### src/rtl/ssq_pkg.sv
// Package: shared constants and the handshake type for the sequence step qualifier.
// Assumes a 10 us timebase tick, so the longest hold is 400 ms.
package ssq_pkg;

    // Largest hold count the timer must reach (400 ms of 10 us ticks).
    localparam int unsigned HOLD_MAX_TICKS = 40000;

    // Status passed from the hold timer to the done pulse stage.
    typedef struct packed {
        logic qualified;   // condition has held for the requested ticks
        logic cond_now;    // condition seen in the current cycle
    } qual_s;

endpackage

### src/rtl/ssq_input_select.sv
// Module: ssq_input_select
// Picks one bit out of the input bank, applies the polarity choice and
// the bypass. The output is combinational.
// Assumes: an index at or above NUM_INPUTS reads as a low level.
module ssq_input_select #(
    parameter int NUM_INPUTS = 16,
    parameter int SEL_W      = 4
) (
    input  logic [NUM_INPUTS-1:0] sig_in,
    input  logic [SEL_W-1:0]      sel_idx,
    input  logic                  invert,
    input  logic                  force_advance,
    output logic                  cond_met
);

    logic [NUM_INPUTS-1:0] hit;
    logic                  picked;

    // One decode line per input; only the indexed line passes its bit.
    for (genvar gi = 0; gi < NUM_INPUTS; gi++) begin : g_dec
        assign hit[gi] = (sel_idx == SEL_W'(gi)) & sig_in[gi];
    end

    // Collapse the decoded lines into the watched level, then apply polarity and bypass.
    always_comb begin
        picked   = |hit;
        cond_met = force_advance | (picked ^ invert);
    end

endmodule

### src/rtl/ssq_hold_timer.sv
// Module: ssq_hold_timer
// Counts timebase ticks while the step condition stays true. The count
// restarts whenever the condition drops, and it stops at the hold target.
// Assumes: hold_ticks stays stable while a state is active.
module ssq_hold_timer
    import ssq_pkg::*;
#(
    parameter int HOLD_W = 16
) (
    input  logic              clk,
    input  logic              rst_n,
    input  logic              clear,
    input  logic              tick,
    input  logic              cond_met,
    input  logic [HOLD_W-1:0] hold_ticks,
    output qual_s             status
);

    logic [HOLD_W-1:0] cnt_q;

    // Hold counter: clears on reset, state entry or a dropped condition; otherwise counts ticks up to the target.
    always_ff @(posedge clk) begin
        if (!rst_n || clear || !cond_met) begin
            cnt_q <= '0;
        end else if (tick && (cnt_q < hold_ticks)) begin
            cnt_q <= cnt_q + 1'b1;
        end
    end

    // Condition has held for the full target count in this cycle.
    always_comb begin
        status.cond_now  = cond_met;
        status.qualified = cond_met && (cnt_q >= hold_ticks);
    end

    // a dropped condition zeroes the count on the next edge.
    p_glitch_restart_r4: assert property (@(posedge clk) disable iff (!rst_n)
        (!cond_met) |=> (cnt_q == '0));

    // state entry zeroes the count.
    p_entry_clears_r7: assert property (@(posedge clk) disable iff (!rst_n)
        clear |=> (cnt_q == '0));

    // without a tick the count does not move while the condition holds.
    p_tick_gate_r5: assert property (@(posedge clk) disable iff (!rst_n)
        (!tick && !clear && cond_met) |=> $stable(cnt_q));

endmodule

### src/rtl/ssq_done_pulse.sv
// Module: ssq_done_pulse
// Turns the qualified level into a single-cycle pulse. An issued flag
// blocks any repeat until state entry or reset.
module ssq_done_pulse
    import ssq_pkg::*;
(
    input  logic  clk,
    input  logic  rst_n,
    input  logic  clear,
    input  qual_s status,
    output logic  step_done
);

    logic issued_q;

    // Issued flag: set once a step has qualified, dropped on reset or state entry.
    always_ff @(posedge clk) begin
        if (!rst_n || clear) begin
            issued_q <= 1'b0;
        end else if (status.qualified) begin
            issued_q <= 1'b1;
        end
    end

    // Done pulse: high for the one cycle after the first qualified cycle.
    always_ff @(posedge clk) begin
        if (!rst_n || clear) begin
            step_done <= 1'b0;
        end else begin
            step_done <= status.qualified && !issued_q;
        end
    end

    // the pulse never lasts two cycles.
    p_one_wide_r8: assert property (@(posedge clk) disable iff (!rst_n)
        step_done |=> !step_done);

    // state entry removes any pending pulse.
    p_entry_kills_pulse_r7: assert property (@(posedge clk) disable iff (!rst_n)
        clear |=> !step_done);

endmodule

### src/rtl/step_qualifier.sv
// Module: step_qualifier (top)
// Decides when one power-sequence step is complete. The chain is
// select/invert/bypass, then the tick-counted hold timer, then a one-shot
// done pulse.
// Assumes: tick is a one-cycle enable from a 10 us timebase, and the
// configuration inputs stay stable for the life of a state.
module step_qualifier
    import ssq_pkg::*;
#(
    parameter int NUM_INPUTS = 16,
    parameter int MAX_HOLD   = HOLD_MAX_TICKS,
    localparam int SEL_W     = (NUM_INPUTS > 1) ? $clog2(NUM_INPUTS) : 1,
    localparam int HOLD_W    = $clog2(MAX_HOLD + 1)
) (
    input  logic                  clk,
    input  logic                  rst_n,
    input  logic                  tick,
    input  logic                  state_entry,
    input  logic [SEL_W-1:0]      sel_idx,
    input  logic                  invert,
    input  logic                  force_advance,
    input  logic [HOLD_W-1:0]     hold_ticks,
    input  logic [NUM_INPUTS-1:0] sig_in,
    output logic                  step_done
);

    logic  cond_met;
    qual_s status;

    ssq_input_select #(
        .NUM_INPUTS (NUM_INPUTS),
        .SEL_W      (SEL_W)
    ) u_select (
        .sig_in        (sig_in),
        .sel_idx       (sel_idx),
        .invert        (invert),
        .force_advance (force_advance),
        .cond_met      (cond_met)
    );

    ssq_hold_timer #(
        .HOLD_W (HOLD_W)
    ) u_timer (
        .clk        (clk),
        .rst_n      (rst_n),
        .clear      (state_entry),
        .tick       (tick),
        .cond_met   (cond_met),
        .hold_ticks (hold_ticks),
        .status     (status)
    );

    ssq_done_pulse u_pulse (
        .clk       (clk),
        .rst_n     (rst_n),
        .clear     (state_entry),
        .status    (status),
        .step_done (step_done)
    );

    // a pulse is only issued after a cycle that had met the hold.
    p_done_after_hold_r3: assert property (@(posedge clk) disable iff (!rst_n)
        step_done |-> $past(status.qualified));

    // under bypass the select stage always reports the condition met.
    p_bypass_r6: assert property (@(posedge clk) disable iff (!rst_n)
        force_advance |-> cond_met);

endmodule

### config.mk
export PLATFORM = sky130hd
export DESIGN_NAME = step_qualifier
export DESIGN_NICKNAME = d
export VERILOG_FILES = /design/src/rtl/ssq_pkg.sv /design/src/rtl/ssq_input_select.sv /design/src/rtl/ssq_hold_timer.sv /design/src/rtl/ssq_done_pulse.sv /design/src/rtl/step_qualifier.sv
export SDC_FILE = /design/constraint.sdc
export NUM_CORES = 1
export LEC_CHECK = 0
export BUFFER_PORTS_ARGS = -buffer_cell sky130_fd_sc_hd__buf_2
export CORE_ASPECT_RATIO = 2
export CORE_UTILIZATION = 35
export DETAILED_ROUTE_END_ITERATION = 7
export MAX_ROUTING_LAYER = met4
export SYNTH_ARGS = -nofsm -noshare
export SYNTH_HDL_FRONTEND = slang
export SYNTH_SLANG_ARGS = --single-unit
### constraint.sdc
create_clock -name clk -period 3.55 [get_ports clk]
set_input_delay 1.065 -clock clk [delete_from_list [all_inputs] [get_ports clk]]
set_output_delay 1.065 -clock clk [all_outputs]
set_load 0.01 [all_outputs]
==> reports/metrics.cfg <==
[run_status]
status = finished clean

[synth]
ys_seq_elements = 18
syn_nets = 222
yosys.area.top_type = dfxtp_1
synth_area_mm2 = 0.00137
yosysSeqAreaShare = 0.263
ys_types = 32
synth.area.top_cells = dfxtp_1 (26%), ha_1 (16%), mux4_1 (7.7%)
synth.avg_cell_area_um2 = 8.41
yosysTopAreaCellShare = 0.263
ys_warn_count = 0
synthCells = 163

[detailed_routing]
viasPerCell = 5.22
post-route-drc-count = 0
wl_per_cell_um = 12.1
dr_total_vias = 1353
antenna_left = 0
routed_wl_mm = 3.13
first_iter_violations = 25
dr.pass1.iters = 4

[pwr]
cellLeakagePower_uw = 0.000772
ir_drop_mv = 0.134
powerDensity_mw_per_mm2 = 260

[critical_path]
cp-end-kind = flip-flop
r2r-end = u_timer.cnt_q[6]$_SDFFE_PP0P_
criticalPathCategory = in2reg
path_max_fanout = 10
start_kind = input port
worstRegToRegCells = 7
cp.arrival_ps = 3120
worstPathRequired_ps = 3740
worstReg2RegStart = u_timer.cnt_q[7]$_SDFFE_PP0P_
reg2reg_slack_ps = 1090

[grt]
grt_use_total = 0.172
grt_pass1_vias = 1267
grt_start_max_net_pins = 11
grt_pass1_wl_mm = 5.23
antenna_found_initial = 0
overflow = 0

[worst_hold_path]
hold_start = u_pulse.issued_q$_SDFFE_PP0P_
hold_path_end = u_pulse.step_done$_SDFF_PP0_
worstHoldPathCells = 1
min_path_type = reg2reg

[clocking]
cts_tree = done
htree_levels = 1
cts_resized = 0
post-cts-setup-buffer-count = 0
cts-root-buf = clkbuf_8
clock_sinks = 18
hold_buffers = 0
cts.clk_slew.worst_paths_ps = 70
tritoncts.num_buffers = 3
insertion_delay_ps = 260
cts_buffer_depth = 2

[layout]
layout.cells.most_common = buf_2
regArea_um2 = 360
final_cell_mix = buf_2 (42), inv_1 (20), dfxtp_1 (18), a21oi_1 (17), ha_1 (17)
drive_gt1_frac = 0.252
fillCellCount = 393
antennaDiodeCount = 0
syn2layout_area_growth_pct = 24.1
final_util = 0.462
multi_input_area_um2 = 925
fin_nets = 270

[placement]
gp_congestion = 0.801
hpwlAfterDp_mm = 2.66
io_buffers = 42

[timing]
slew_headroom = 0.710
worst_pin_slew_ps = 431
setup_viol = 0
slew_violations = 0
rsz0062_at_grt = false
whs_ps = 422
timing.final.crit_period_ps = 2930
fin_skew_ps = 6.20
finalSetupTns_ps = 0
hold_viol_final = 0
fmax_mhz = 341
min_period_over_period = 0.826

[die]
die_h_um = 90.5
start_util = 0.372
rows = 31
die-area_mm2 = 0.00419
io_pins = 43
die_x_um = 46.3
core_mm2 = 0.00368

[job]
drv_cap = 0

## layer usage
metal,vias up,global-route usage,routed length (µm)
li1,688,-,-
met1,598,0.186,1180
met2,61,0.305,1710
met3,6,0.0180,186
met4,0,0.0588,48
met5,-,-,0
## registers in the layout, summed over array words and instances, names as in the netlist
register and cells:
u_pulse.issued_q 1, u_pulse.step_done 1, u_timer.cnt_q 16
## worst max path at each step
stage / start / to / slack, ps / cells after the start
after floorplan: hold_ticks[5] / u_timer.cnt_q[5]$_SDFFE_PP0P_ / 650 / 8
after global placement: hold_ticks[5] / u_timer.cnt_q[6]$_SDFFE_PP0P_ / 370 / 9
after detailed placement: hold_ticks[5] / u_timer.cnt_q[6]$_SDFFE_PP0P_ / 360 / 9
after CTS: hold_ticks[5] / u_timer.cnt_q[6]$_SDFFE_PP0P_ / 610 / 9
after global routing: hold_ticks[7] / u_timer.cnt_q[6]$_SDFFE_PP0P_ / 380 / 9
final: hold_ticks[5] / u_timer.cnt_q[6]$_SDFFE_PP0P_ / 620 / 9
## per-stage QoR
stage,setup slack [ps],cell area (µm²),total power (µW),instances
global placement,370,1650,276,255
finish,616,1700,442,259
CTS,609,1700,447,259
floorplan,651,1370,245,163
detailed placement,357,1650,277,255
global route,381,1700,458,259
## kinds of logic after synthesis
kind of cell,after synthesis,share of synthesized area
and+or+nand+nor,59,0.229
muxes,6,0.100
xor gates and xnor gates,5,0.0319
buffers and inverters,21,0.0630
DFF,18,0.263
AOI/OAI and AO/OA,37,0.158
adders and majority gates,17,0.155
## critical path: stages
cell      delay, ps
buf_2            80
inv_1            30
ha_1            290
a21oi_1         140
o21ai_0         140
a211oi_2        410
nand3b_2        250
or4_1           560
a21oi_1         150
## cell type report
cell class	count	share of cell area
well taps	49	0.0360
multi-input cells	124	0.543
inverters	20	0.0441
flip-flops and latches	18	0.212
clock buffers	4	0.0324
repair buffers	44	0.132
## cell usage after synthesis, drive strengths merged
cell    instances
a211oi          2
a21o            1
a21oi          17
and4            1
buf             1
dfxtp          18
ha             17
inv            20
mux2i           1
mux4            5
nand2          13
nand2b          2
nand3           7
nand3b          1
nand4           6
nand4b          2
nor2           12
nor2b           1
nor3            1
nor4            2
o21ai          14
o21bai          1
o31ai           2
or3             9
or4             2
xnor2           2
xor2            3
## where the power goes
| part | total (µW) | switching (µW) | internal [µW] | leakage [µW] |
|---|---|---|---|---|
| Clock | 171 | 72.5 | 98.7 | 0.0000288 |
| Combinational | 67.7 | 30.0 | 37.7 | 0.000598 |
| Sequential | 203 | 0.652 | 203 | 0.000145 |
| Total | 442 | 103 | 339 | 0.000772 |
No activity file was read; power rests on OpenSTA's default activity.
